File: config.mk
export PLATFORM = sky130hd
export DESIGN_NAME = dram_lp_seq
export DESIGN_NICKNAME = d
export VERILOG_FILES = /design/src/rtl/lp_seq_pkg.sv /design/src/rtl/lp_dll_model.sv /design/src/rtl/lp_countdown.sv /design/src/rtl/lp_phy_rst_bit.sv /design/src/rtl/lp_seq_fsm.sv /design/src/rtl/dram_lp_seq.sv
export SDC_FILE = /design/constraint.sdc
export NUM_CORES = 1
export LEC_CHECK = 0
export BUFFER_PORTS_ARGS = -buffer_cell sky130_fd_sc_hd__buf_2
export CAP_MARGIN = 20
export CORE_ASPECT_RATIO = 0.5
export CORE_MARGIN = 2
export CORE_UTILIZATION = 38
export DETAILED_ROUTE_END_ITERATION = 8
export SYNTH_ARGS = -nofsm -noshare
export SYNTH_HDL_FRONTEND = slang
export SYNTH_SLANG_ARGS = --single-unit
File: constraint.sdc
create_clock -name clk -period 1.6 [get_ports clk]
set_input_delay 0.32 -clock clk [delete_from_list [all_inputs] [get_ports clk]]
set_output_delay 0.32 -clock clk [all_outputs]
set_load 0.005 [all_outputs]
File: src/rtl/lp_seq_pkg.sv
// Shared state encoding for the low-power sequencer.
// Assumes: one-hot is not required; consumers decode by enum name only.
package lp_seq_pkg;
    typedef enum logic [3:0] {
        ST_INIT,
        ST_ACTIVE,
        ST_DRAIN,
        ST_ENTER,
        ST_PWRDN,
        ST_SELFREF,
        ST_STOPPING,
        ST_CLKOFF,
        ST_WAKE,
        ST_EXIT
    } lp_state_e;
endpackage

File: src/rtl/lp_dll_model.sv
// Behavioural DLL: lock asserts LOCK_CYC cycles after enable rises.
// Assumes: enable low clears lock and counter on the next edge.
module lp_dll_model #(
    parameter int LOCK_CYC = 16
) (
    input  logic clk,
    input  logic rst_n,
    input  logic dll_en,
    output logic dll_locked
);
    localparam int LW = $clog2(LOCK_CYC + 1);

    logic [LW-1:0] cnt;

    // Count enabled cycles and flag lock when the count expires.
    always_ff @(posedge clk) begin
        if (!rst_n || !dll_en) begin
            cnt        <= '0;
            dll_locked <= 1'b0;
        end else if (!dll_locked) begin
            if (cnt == LW'(LOCK_CYC - 1)) begin
                dll_locked <= 1'b1;
            end else begin
                cnt <= cnt + 1'b1;
            end
        end
    end
endmodule

File: src/rtl/lp_countdown.sv
// Loadable down-counter; done is high while the count is zero.
// Assumes: load wins over decrement; the owner ignores done outside its state.
module lp_countdown #(
    parameter int W = 4
) (
    input  logic         clk,
    input  logic         rst_n,
    input  logic         load,
    input  logic [W-1:0] load_val,
    output logic         done
);
    logic [W-1:0] cnt;

    // Load on request, otherwise count down to zero and hold.
    always_ff @(posedge clk) begin
        if (!rst_n) begin
            cnt <= '0;
        end else if (load) begin
            cnt <= load_val;
        end else if (cnt != '0) begin
            cnt <= cnt - 1'b1;
        end
    end

    assign done = (cnt == '0);
endmodule

File: src/rtl/lp_phy_rst_bit.sv
// Self-clearing PHY reset control bit.
// Assumes: a write strobe and a done pulse never arrive in the same cycle;
// if they do, the write wins.
module lp_phy_rst_bit (
    input  logic clk,
    input  logic rst_n,
    input  logic wr,
    input  logic done,
    output logic rst_bit
);
    // Set on write-one, clear when the PHY reports completion.
    always_ff @(posedge clk) begin
        if (!rst_n) begin
            rst_bit <= 1'b0;
        end else if (wr) begin
            rst_bit <= 1'b1;
        end else if (done) begin
            rst_bit <= 1'b0;
        end
    end
endmodule

File: src/rtl/lp_seq_fsm.sv
// Main low-power state machine: drain, entry, clock stop, wake and exit.
// Assumes: the arbiter holds acc_req until acc_ack; the backlog source
// decrements once per rfsh_cmd pulse; timers are loaded by this module.
module lp_seq_fsm
    import lp_seq_pkg::*;
#(
    parameter int BL_W = 4
) (
    input  logic            clk,
    input  logic            rst_n,
    input  logic            cfg_mode_pd,
    input  logic            cfg_lp_en,
    input  logic            cfg_clkstop_en,
    input  logic            acc_req,
    input  logic            acc_busy,
    input  logic [BL_W-1:0] rfsh_backlog,
    input  logic            dll_locked,
    input  logic            stop_done,
    input  logic            exit_done,
    output logic            stop_load,
    output logic            exit_load,
    output logic            rfsh_cmd,
    output logic            sr_cmd,
    output logic            cke,
    output logic            mclk_en,
    output logic            dll_en,
    output logic            acc_ack,
    output logic            gate_ok
);
    lp_state_e state, nxt;
    logic      mode_sr;
    logic      rfsh_q;

    // Next-state decision for every low-power transition.
    always_comb begin
        nxt = state;
        unique case (state)
            ST_INIT:     if (dll_locked) nxt = ST_ACTIVE;
            ST_ACTIVE:   if (!acc_req && cfg_lp_en) nxt = ST_DRAIN;
            ST_DRAIN: begin
                if (!cfg_lp_en) begin
                    nxt = ST_ACTIVE;
                end else if (!acc_busy && (rfsh_backlog == '0)) begin
                    nxt = ST_ENTER;
                end
            end
            ST_ENTER:    nxt = mode_sr ? ST_SELFREF : ST_PWRDN;
            ST_PWRDN:    if (acc_req || !cfg_lp_en || !cfg_mode_pd) nxt = ST_EXIT;
            ST_SELFREF: begin
                if (acc_req || (!cfg_lp_en && !cfg_clkstop_en)) begin
                    nxt = ST_EXIT;
                end else if (cfg_clkstop_en) begin
                    nxt = ST_STOPPING;
                end
            end
            ST_STOPPING: begin
                if (acc_req || !cfg_clkstop_en) begin
                    nxt = ST_SELFREF;
                end else if (stop_done) begin
                    nxt = ST_CLKOFF;
                end
            end
            ST_CLKOFF:   if (acc_req || !cfg_clkstop_en) nxt = ST_WAKE;
            ST_WAKE:     if (dll_locked) nxt = ST_SELFREF;
            ST_EXIT:     if (exit_done) nxt = ST_ACTIVE;
            default:     nxt = ST_INIT;
        endcase
    end

    // State, latched mode and refresh spacing registers.
    always_ff @(posedge clk) begin
        if (!rst_n) begin
            state   <= ST_INIT;
            mode_sr <= 1'b0;
            rfsh_q  <= 1'b0;
        end else begin
            state  <= nxt;
            rfsh_q <= rfsh_cmd;
            if (state == ST_ACTIVE && nxt == ST_DRAIN) begin
                mode_sr <= !cfg_mode_pd;
            end
        end
    end

    // Output decode from the current state.
    always_comb begin
        stop_load = (state == ST_SELFREF) && (nxt == ST_STOPPING);
        exit_load = (state != ST_EXIT) && (nxt == ST_EXIT);
        rfsh_cmd  = (state == ST_DRAIN) && cfg_lp_en && !acc_busy &&
                    (rfsh_backlog != '0) && !rfsh_q;
        sr_cmd    = (state == ST_ENTER) && mode_sr;
        cke       = (state == ST_INIT) || (state == ST_ACTIVE) ||
                    (state == ST_DRAIN) || (state == ST_EXIT);
        mclk_en   = (state != ST_CLKOFF) && (state != ST_WAKE);
        dll_en    = (state != ST_CLKOFF);
        acc_ack   = (state == ST_ACTIVE) && acc_req;
        gate_ok   = (state == ST_CLKOFF);
    end
endmodule

File: src/rtl/dram_lp_seq.sv
// Top of the DRAM low-power clock-stop sequencer.
// Assumes: all inputs are synchronous to clk; STOP_CYC + 2 stays under the
// 150-cycle shut-off bound that software relies on.
module dram_lp_seq #(
    parameter int BL_W     = 4,
    parameter int LOCK_CYC = 16,
    parameter int STOP_CYC = 8,
    parameter int XSR_CYC  = 10
) (
    input  logic            clk,
    input  logic            rst_n,
    input  logic            cfg_mode_pd,
    input  logic            cfg_lp_en,
    input  logic            cfg_clkstop_en,
    input  logic            phy_rst_wr,
    input  logic            phy_rst_done,
    output logic            phy_rst_bit,
    input  logic            acc_req,
    output logic            acc_ack,
    input  logic            acc_busy,
    input  logic [BL_W-1:0] rfsh_backlog,
    output logic            rfsh_cmd,
    output logic            sr_cmd,
    output logic            cke,
    output logic            mclk_en,
    output logic            dll_en,
    output logic            dll_locked,
    output logic            upclk_gate_ok
);
    localparam int TMAX = (STOP_CYC > XSR_CYC) ? STOP_CYC : XSR_CYC;
    localparam int TW   = $clog2(TMAX + 1);

    logic stop_load, exit_load, stop_done, exit_done;

    lp_seq_fsm #(.BL_W(BL_W)) u_fsm (
        .clk            (clk),
        .rst_n          (rst_n),
        .cfg_mode_pd    (cfg_mode_pd),
        .cfg_lp_en      (cfg_lp_en),
        .cfg_clkstop_en (cfg_clkstop_en),
        .acc_req        (acc_req),
        .acc_busy       (acc_busy),
        .rfsh_backlog   (rfsh_backlog),
        .dll_locked     (dll_locked),
        .stop_done      (stop_done),
        .exit_done      (exit_done),
        .stop_load      (stop_load),
        .exit_load      (exit_load),
        .rfsh_cmd       (rfsh_cmd),
        .sr_cmd         (sr_cmd),
        .cke            (cke),
        .mclk_en        (mclk_en),
        .dll_en         (dll_en),
        .acc_ack        (acc_ack),
        .gate_ok        (upclk_gate_ok)
    );

    lp_dll_model #(.LOCK_CYC(LOCK_CYC)) u_dll (
        .clk        (clk),
        .rst_n      (rst_n),
        .dll_en     (dll_en),
        .dll_locked (dll_locked)
    );

    lp_countdown #(.W(TW)) u_stop_tmr (
        .clk      (clk),
        .rst_n    (rst_n),
        .load     (stop_load),
        .load_val (TW'(STOP_CYC)),
        .done     (stop_done)
    );

    lp_countdown #(.W(TW)) u_exit_tmr (
        .clk      (clk),
        .rst_n    (rst_n),
        .load     (exit_load),
        .load_val (TW'(XSR_CYC)),
        .done     (exit_done)
    );

    lp_phy_rst_bit u_phy_rst (
        .clk     (clk),
        .rst_n   (rst_n),
        .wr      (phy_rst_wr),
        .done    (phy_rst_done),
        .rst_bit (phy_rst_bit)
    );
endmodule

# Word-level counts from Yosys, hierarchy flattened
# Cells that the tools add are included.
# word_totals
n_memories,0
latchBits,0
register_bits,21
ram_bits,0
input_bits,13
out_inout_bits,9
word_cells,96
rom_bits,0
# op_classes
addsub,3
shifts,0
div,0
magnitude_cmp,0
reduce_logical,42
n_eq_ne,16
muxes,22
bitwise,3
n_mul,0
# ops
cell,count
$mux 4,16
$pmux 4 s10,1
$eq 4x3->1 const B,5
$logic_not 4->1,4
$logic_and 1x1->1,13
$eq 4x2->1 const B,3
$eq 4x4->1 const B,3
$reduce_bool 4->1,3
$logic_not 1->1,8
$logic_or 1x1->1,8
$ne 4x4->1 const B,2
$sub 4x1->4 const B,2
$reduce_bool 2->1,3
$add 5x1->5 const B,1
$eq 5x4->1 const B,1
$mux 1,5
$eq 4x1->1 const B,1
$ne 4x3->1 const B,1
$reduce_or 2->1,2
$not 1->1,3
$reduce_and 2->1,1

# Depth between registers and ports, before layout
# Gate-level depths: netlist of the first run.
# depth
depth_word,8
ltp_mapped,7
ltp_nobuf,7

# Hierarchy
# Synthesis of the first run repeated with hierarchy kept, for this count alone.
# unflattened
hier_cells,159
hier_area_um2,1311.3
# by_module_without_submodules
mod,area_each_um2,cells_each,instances,seq_area_each_um2
lp_seq_fsm,551.8,81,1,120.1
lp_countdown,230.2,23,2,80.1
lp_dll_model,250.2,27,1,120.1
lp_phy_rst_bit,41.3,3,1,20.0
dram_lp_seq,7.5,2,1,0.0

# Least setup slack after synthesis of the first run
# OpenSTA, ideal clock, no wires.
# synth_timing
kind,register to register
start,register u_dll.cnt[0]
end,register u_dll.cnt[3]
slack_ns,0.007
path_buffers,0
period_less_slack_ns,1.593
required_ns,1.481
setup_time_ns,0.119
arrival_ns,1.474
path_stages_with_launch,8
cell_sequence,dfxtp_1 -> ha_1 -> and3_1 -> ha_1 -> nor2_1 -> nand4_1 -> xor2_1 -> nor2_1
# synth_between
elab_chain_len,3
elab_cells_between_ends,4
classes_between,add/sub (1); eq/ne (1); bitwise (1); reduce/logical (1)
# synth_lines
item,line,rtl
from (decl),lp_dll_model.sv:13,logic [LW-1:0] cnt;
from (signal assigned),lp_dll_model.sv:24,cnt <= cnt + 1'b1;
"parallel branches: the longest is 3 deep, another holds $add 5x1->5",--,
# Parallel ways; which one is timed is not known.
# A chain may end at the register's enable or synchronous reset.

# Worst setup path after layout of the first run
# layout_timing
start,register u_fsm.state[2]
end,output port rfsh_cmd
# layout_between
elab_chain_len,5
# layout_lines
item,line,rtl
from (decl),lp_seq_fsm.sv:30,"lp_state_e state, nxt;"
from (signal assigned),lp_seq_fsm.sv:77,state <= nxt;
$eq 4x2->1,lp_seq_fsm.sv:89,rfsh_cmd = (state == ST_DRAIN) && cfg_lp_en && !acc_busy &&
$logic_and 1x1->1 (3 in series),lp_seq_fsm.sv:89,
$logic_and 1x1->1,lp_seq_fsm.sv:90,(rfsh_backlog != '0) && !rfsh_q;
to (decl),dram_lp_seq.sv:22,"output logic rfsh_cmd,"
# Every way passes these cells.

==> impl_metrics.tcl, run 1 <==
set metrics [dict create \
    maxSlewHeadroom_pct 79.4 \
    power_mw 1.19 \
    crit_chain "nor2_4, nand4_1, nor4_2, buf_2" \
    grt_util_met1_pct 22.1 \
    multi_input_area_um2 687 \
    diodes 0 \
    drt_wl_total_um 2500 \
    fin_crit_sh_pct 101 \
    syn-num-nets 155 \
    endpoint_kind "output port" \
    yosysTopAreaCell "dfxtp_1" \
    grt_use_total_pct 15.8 \
    synth-seq-area-share_pct 37.3 \
    synth_most_common_cell "dfxtp_1" \
    synth-simple-area-share_pct 28.0 \
    async_flop_share_pct 0 \
    clock_path_buffers 2 \
    path_delay_family "simple AND/OR/NAND/NOR gates" \
    power_frac_comb_pct 21.1 \
    drt_iter0_drc 60 \
    p_seq_share_pct 50.7 \
    synth_xor_area_share_pct 3.11 \
    cp_max_fo 5 \
    critPathBufInv 1 \
    cts_root_buf "clkbuf_8" \
    drive_gt1_share_pct 35.3 \
    synth_top_family_by_area "simple AND/OR/NAND/NOR gates" \
    synthFlopType "dfxtp_1" \
    initial_core_util_pct 41.8 \
    arrival_ps 1300 \
    globalplace.congestion 0.800 \
    peakVddDrop_mv 0.518 \
    grt_util_met2_pct 24.1 \
    synth-seq-cells 21 \
    synth_edf_count 0 \
    busiest_layer "met2" \
    cts_max_level 1 \
    cts.clk_slew.worst_paths_ps 70 \
    crit_type "reg2out" \
    grt_util_met3_pct 5.17 \
    synth_cell_types 42 \
    setup_viol 1 \
    switching_share_pct 27.7 \
    clock.fmax_mhz 617 \
    synth_fa_ha_area_share_pct 3.33 \
    status "complete, but fails checks" \
    synth_warnings 0 \
    vias 1068 \
    finalHoldViolations 0 \
    cts_tree "built" \
    fillers 273 \
    clock_power_share_pct 28.2 \
    synthCells 139 \
    die_h_um 42.5 \
    num_rows 13 \
    finalCriticalPeriod_ps 1620 \
    worst_ep_required_time_ps 1280 \
    globalRouteOverflowTotal 0 \
    fin_skew_ps 3.96 \
    grt_pass1_wl_um 4240 \
    drc 0 \
    p_leak_nw 0.604 \
    regArea_um2 430 \
    area_growth_pct 31.4 \
    critPathLaunchType "register" \
    synth_mux_area_share_pct 0.999 \
    synth_compound_area_share_pct 21.5 \
    slowest_stage "dfxtp_4" \
    antenna_found_initial 0 \
    drt-pass1-iter-count 4 \
    nets 190 \
    avgRoutedWirePerCell_um 11.9 \
    p_int_mw 0.860 \
    clock_sinks 21 \
    p_sw_mw 0.330 \
    postLayoutCellArea_um2 1480 \
    grt_max_degree 17 \
    setup_ws_ps -20.2 \
    ios 22 \
    power_density_nw_per_um2 803 \
    hpwlAfterDp_um 1870 \
    violations "setup timing" \
    dieArea_um2 3440 \
    cts_buffers 3 \
    synth_area_leaders "dfxtp_1 37%, nor2_1 5.7%, a21oi_1 4.4%, nand2_1 3.7%, ha_1 3.3%" \
    min_path_type "in2reg" \
    clkLatencyLatePin_ps 250 \
    vias_per_cell 5.09 \
    cap_viol_max_count 0 \
    synth_area_um2 1130 \
    drtAntennaViolNets 0 \
    placed_area_um2 1330 \
    core_area_um2 2700 \
    synth_top_area_share_pct 37.3 \
    worstMarginPinSlew_ps 306 \
    die_width_um 81.0 \
    numPortBuffers 21 \
    grt_pass1_vias 926 \
    slew_violations 0 \
    max_stage_delay_ps 370 \
    rsz0062_at_grt "yes" \
    synth.avg_cell_area_um2 8.11 \
    synth_commonest_cells "21 x dfxtp_1, 17 x nor2_1, 11 x nand2_1, 10 x a21oi_1" \
]
[placed cells by master (no fill, tap or decap), drive strengths merged, types with 2 or more instances in the layout]
master	synthesis	layout
dfxtp	21	21
a31oi	5	5
a211o	2	2
clkbuf	0	4
a211oi	3	3
nor3	5	5
xor2	2	2
nand4	2	2
nand3	7	7
xnor2	2	2
and2	2	2
a21oi	10	10
nand2b	2	2
o211ai	2	2
or3	2	2
and3	2	2
o21ai	7	7
buf	5	35
and2b	3	3
nand2	11	11
inv	9	9
ha	3	3
nor2	18	18
nor4	2	2
[through the flow]
step | setup WS (ps) | cells | utilization [%] | hold WS, ps | TNS (ps)
floorplan | 6.94 | 139 | - | 430 | 0
global placement | 54.1 | 201 | 49.2 | 463 | 0
detailed placement | 8.44 | 201 | 49.2 | 493 | 0
CTS | -52.4 | 207 | 52.4 | 281 | -96.7
global route | -126 | 210 | 54.9 | 293 | -161
finish | -20.2 | 210 | 54.9 | 294 | -20.2
[state kept, by name, summed over array words and instances, names as in the netlist]
signal and flops:
u_fsm.mode_sr 1, u_fsm.state 4, u_fsm.rfsh_q 1, u_phy_rst.rst_bit 1, u_exit_tmr.cnt 4, u_dll.cnt 5
u_dll.dll_locked 1, u_stop_tmr.cnt 4
[cell type report]
| class | count | share of cell area (%) |
|---|---|---|
| Clock buffer | 4 | 3.04 |
| Timing Repair Buffer | 35 | 16.1 |
| Tap cell | 37 | 3.13 |
| Inverter | 9 | 2.28 |
| Multi-Input combinational cell | 104 | 46.4 |
| Sequential cell | 21 | 29.1 |
[final timing paths]
path	from	end	cells past startpoint	slack, ps
worst max-delay path	u_fsm.state[2]	rfsh_cmd	4	-20
worst min-delay path	cfg_mode_pd	u_fsm.mode_sr	2	290
worst max register to register	u_dll.cnt[1]	u_dll.cnt[3]	7	140
worst min register to register	u_dll.cnt[4]	u_dll.cnt[4]	2	500
[power groups by stage]
stage	combinational, mW	sequential (mW)	clock [mW]
final	0.251	0.603	0.336
after global routing	0.288	0.611	0.378
after CTS	0.252	0.604	0.350
after detailed placement	0.249	0.618	0
after global placement	0.248	0.617	0
after floorplan	0.190	0.610	0
[metal layers]
layer / wire [µm] / vias up
li1: - / 573
met1: 1280 / 469
met2: 1090 / 24
met3: 123 / 2
met4: 8 / 0
met5: 0 / -
[logic make-up (layout without fill, tap and decap cells)]
kind of cell,count (synthesis),count (layout)
AND/OR/NAND/NOR,60,60
AO/OA/AOI/OAI,36,36
flip-flops,21,21
buffers and inverters,14,48
XOR/XNOR,4,4
adder cells (fa/ha/maj),3,3
multiplexers,1,1
[what timing repair did]
action	in CTS	in global routing
cloned	0	0
hold buffers	0	0
endpoints found under the setup margin	2	10
gates resized for setup	7	14
pin swaps	3	4
buffers inserted	2	3
Power figures use the tool's default switching activity.
==> run 2, diff against run 1 <==
Settings changed: CAP_MARGIN 20 to not set, CORE_MARGIN 2 to not set.
Clock period 1.6 ns to 1.45 ns, I/O delays scaled along.
==> run 2 against run 1 <==
Effect of this change: the run still ends with setup timing left; largest cell class unchanged; total power rose by 14%; sequential cell count stayed put; critical path type unchanged; wire length rose by 8.7%; clock skew fell by 1.9 ps.
==> impl_metrics.tcl, run 2 (synthesized netlist as in run 1, its figures left out) <==
set metrics [dict create \
    status "complete, but fails checks" \
    violations "setup timing" \
    fin_crit_sh_pct 105 \
    postLayoutCellArea_um2 1630 \
    clkLatencyLatePin_ps 250 \
    globalRouteOverflowTotal 0 \
    p_sw_mw 0.376 \
    r2r-start "u_fsm.state[2]" \
    initial_core_util_pct 41.8 \
    post-place-ws_ps -24.9 \
    fin_skew_ps 2.01 \
    setup_viol 4 \
    placed_area_um2 1370 \
    ff2ff_path_depth 9 \
    grt_pass1_wl_um 4530 \
    postCtsHoldBufs 0 \
    peakVddDrop_mv 0.560 \
    endpoint_kind "output port" \
    min_from "phy_rst_wr" \
    drtAntennaViolNets 0 \
    drt_wl_total_um 2720 \
    critPathLaunchType "register" \
    setup_ws_ps -71.9 \
    arrival_ps 1230 \
    min_path_type "in2reg" \
    dieArea_um2 3200 \
    largest_reg_flops 5 \
    crit_type "reg2out" \
    finalCriticalPeriod_ps 1520 \
    vias 1141 \
    hold_path_end "u_phy_rst.rst_bit" \
    diodes 0 \
    grt_use_total_pct 19.1 \
    antenna_found_initial 0 \
    rsz0062_at_grt "yes" \
    cts_buffers 3 \
    largest-register "u_dll.cnt" \
    globalplace.congestion 0.802 \
    worst_ep_required_time_ps 1160 \
    avgRoutedWirePerCell_um 12.2 \
    vias_per_cell 5.12 \
    final_cell_mix "22 x buf_4, 20 x buf_2, 15 x dfxtp_1" \
    nets 203 \
    switching_share_pct 27.7 \
    clock.fmax_mhz 657 \
    die_h_um 40.5 \
    p_leak_nw 0.680 \
    whs_ps 242 \
    grt_max_degree 12 \
    cp_max_fo 7 \
    layout_commonest_cell "buf_4" \
    power_density_nw_per_um2 831 \
    grt_pass1_vias 1032 \
    finalCoreUtilization_pct 60.5 \
    clock_path_buffers 2 \
    numPortBuffers 21 \
    drt_iter0_drc 36 \
    cts_root_buf "clkbuf_8" \
    num_rows 13 \
    hold_depth 3 \
    cts.clk_slew.worst_paths_ps 70 \
    worstMarginPinSlew_ps 282 \
    clock_sinks 21 \
    slew_violations 0 \
    cts_tree "built" \
    area_growth_pct 45.0 \
    reg2reg_slack_ps 10 \
    cts_max_level 1 \
    ios 22 \
    hpwlAfterDp_um 1910 \
    drc 0 \
    p_seq_share_pct 49.3 \
    drive_gt1_share_pct 43.0 \
    clock_power_share_pct 27.6 \
    core_area_um2 2700 \
    power_mw 1.36 \
    cap_viol_max_count 0 \
    r2r_end "u_fsm.rfsh_q" \
    power_frac_comb_pct 23.1 \
    die_width_um 79.0 \
    p_int_mw 0.982 \
    finalHoldViolations 0 \
    maxSlewHeadroom_pct 81.0 \
    drt-pass1-iter-count 4 \
]
run 2: area by class of cell:
type | count | area (µm²)
clock buffers | 4 | 45.0
fillers | 262 | 1070
repair buffers | 48 | 345
well taps | 37 | 46.3
multi-input cells | 104 | 728
flip-flops and latches | 21 | 433
inverters | 9 | 36.3
run 2: worst max path at each step:
stage	start	to	slack [ps]	depth (start not counted)
4_1_cts	u_fsm.state[2]	rfsh_cmd	-50	4
3_3_place_gp	u_dll.cnt[1]	u_dll.cnt[3]	8	7
3_5_place_dp	u_dll.cnt[0]	u_dll.cnt[3]	-20	7
6_report	u_fsm.state[2]	mclk_en	-70	4
5_1_grt	u_fsm.state[2]	rfsh_cmd	-130	4
2_1_floorplan	u_dll.cnt[0]	u_dll.cnt[3]	3	7
run 2: critical path: stages (launching register included):
cell,delay [ps]
dfxtp_2,350
buf_4,170
nor2_1,240
a21oi_2,80
buf_2,130
run 2: what timing repair did:
action	4_1_cts	5_1_grt
endpoints found under the hold margin	0	0
pin swaps	11	7
gates resized for setup	23	11
setup endpoints to repair	9	16
gates cloned	0	0
buffers inserted	13	0
run 2: per-stage QoR:
stage	cells	setup TNS (ps)
2_1_floorplan	139	0
3_3_place_gp	206	0
3_5_place_dp	206	-24.9
4_1_cts	223	-150
5_1_grt	223	-660
6_report	223	-174
run 2: power groups by stage:
stage / clock, mW / combinational [mW] / sequential [mW]
2_1_floorplan: 0 / 0.209 / 0.674
3_3_place_gp: 0 / 0.301 / 0.681
3_5_place_dp: 0 / 0.310 / 0.683
4_1_cts: 0.387 / 0.313 / 0.667
5_1_grt: 0.418 / 0.366 / 0.674
6_report: 0.375 / 0.313 / 0.670
run 2: per-layer routing:
layer	routed length, µm	GRT usage, %	part of all wire (%)
met1	1330	24.1	49
met2	1280	33.2	47
met3	114	6.36	4.2
met4	0	2.73	0
met5	0	0	0
==> run 3, diff against run 2 <==
Settings changed: PLACE_DENSITY set to 0.67.
==> run 3 against run 2 <==
Effect of this change: the flow still finishes with violations (setup timing); critical path depth increased by 1; clock-buffer cell count is the same; clock power increased by 6.7%; register-to-register slack got worse by 80 ps; sequential power fell by 0.6%; first-iteration DRC count increased to 3.5 times the previous value; sequential cell count stayed put; final cell count increased by 0.90%; die area unchanged; setup slack improved by 5.6 ps; core utilization decreased by 0.14 points; largest power group unchanged.
==> impl_metrics.tcl, run 3 (synthesized netlist as in run 1, its figures left out) <==
set metrics [dict create \
    final_cell_mix "25 x buf_4, 20 x buf_2, 16 x dfxtp_1" \
    rsz0062_at_grt "yes" \
    die_h_um 40.5 \
    globalRouteOverflowTotal 0 \
    hpwlAfterDp_um 1930 \
    drt_iter0_drc 127 \
    peakVddDrop_mv 0.588 \
    min_from "phy_rst_wr" \
    cts.clk_slew.worst_paths_ps 80 \
    endpoint_kind "output port" \
    numPortBuffers 21 \
    worstMarginPinSlew_ps 307 \
    setup_ws_ps -66.3 \
    clock.fmax_mhz 660 \
    dieArea_um2 3200 \
    clkLatencyLatePin_ps 260 \
    placed_area_um2 1370 \
    reg2reg_slack_ps -70 \
    clock_sinks 21 \
    largest_reg_flops 5 \
    min_path_type "in2reg" \
    drtAntennaViolNets 0 \
    finalCoreUtilization_pct 60.4 \
    worst_ep_required_time_ps 1160 \
    maxSlewHeadroom_pct 79.3 \
    wl_met1_um 1320 \
    finalCriticalPeriod_ps 1520 \
    drt_wl_total_um 2960 \
    met3WireLength_um 181 \
    power_density_nw_per_um2 859 \
    violations "setup timing" \
    grt_use_total_pct 18.8 \
    dr_wl_met2_um 1460 \
    post-place-ws_ps -50.3 \
    whs_ps 230 \
    nets 205 \
    clock_path_buffers 2 \
    globalplace.congestion 0.848 \
    grt_pass1_wl_um 4520 \
    fin_crit_sh_pct 105 \
    critPathLaunchType "register" \
    postCtsHoldBufs 0 \
    diodes 0 \
    cp_max_fo 4 \
    vias_per_cell 5.32 \
    avgRoutedWirePerCell_um 13.2 \
    drive_gt1_share_pct 43.1 \
    grt_pass1_vias 1018 \
    antenna_found_initial 0 \
    cts_root_buf "clkbuf_8" \
    slew_violations 0 \
    fin_tns_setup_ps -236 \
    highest_layer "met3" \
    startpoint "u_fsm.state[3]" \
    cap_viol_max_count 0 \
    cts_tree "built" \
    arrival_ps 1230 \
    grt_max_degree 12 \
    setup_viol 5 \
    drt-pass1-iter-count 4 \
    p_leak_nw 0.679 \
    largest-register "u_dll.cnt" \
    drc 0 \
    area_growth_pct 44.6 \
    status "complete, but fails checks" \
    crit_type "reg2out" \
    layout_commonest_cell "buf_4" \
    fin_skew_ps 6.31 \
    die_width_um 79.0 \
    num_rows 13 \
    ios 22 \
    cts_max_level 1 \
    cts_buffers 3 \
    postLayoutCellArea_um2 1630 \
    core_area_um2 2700 \
    r2r-start "u_fsm.state[3]" \
    initial_core_util_pct 41.8 \
    vias 1198 \
    finalHoldViolations 0 \
]
run 3: cell type report:
cell class / instances / area [µm²]
clock buffer: 4 / 45.0
timing repair buffer: 50 / 348
multi-input combinational: 104 / 721
tap: 37 / 46.3
sequential: 21 / 434
fill: 244 / 1070
inverter: 9 / 36.3
run 3: worst paths after layout:
| path | endpoint | depth (start not counted) |
|---|---|---|
| worst max-delay path | mclk_en | 5 |
| worst max register to register | u_fsm.state[0] | 6 |
| worst min register to register | u_phy_rst.rst_bit | 2 |
| worst min-delay path | u_phy_rst.rst_bit | 3 |
run 3: worst max-delay path, cell delays in order (launching register included):
cell and delay (ps):
dfxtp_4 380, and2b_2 250, nand3_4 90, inv_4 50
a21oi_2 90, buf_2 120
run 3: metrics by stage:
stage | power (mW) | cells
after floorplan | 0.883 | 139
after global placement | 0.980 | 207
after detailed placement | 0.993 | 207
after CTS | 1.38 | 220
after global routing | 1.48 | 225
final | 1.40 | 225
run 3: where the power goes:
group	leakage (nW)	internal [mW]	switching (mW)
sequential	0.174	0.624	0.0414
combinational	0.483	0.165	0.170
clock	0.0228	0.196	0.204
total	0.679	0.985	0.415
run 3: timing repair:
item / 4_1_cts / 5_1_grt
hold endpoints to repair: 0 / 0
buffers inserted: 9 / 5
pin swaps: 11 / 7
resized for setup: 19 / 14
setup endpoints to repair: 10 / 13
run 3: layer usage:
layer	up-vias	GRT usage (%)
met5	-	0
met4	0	4.09
met3	0	5.00
li1	599	-
met2	44	34.9
met1	555	22.7
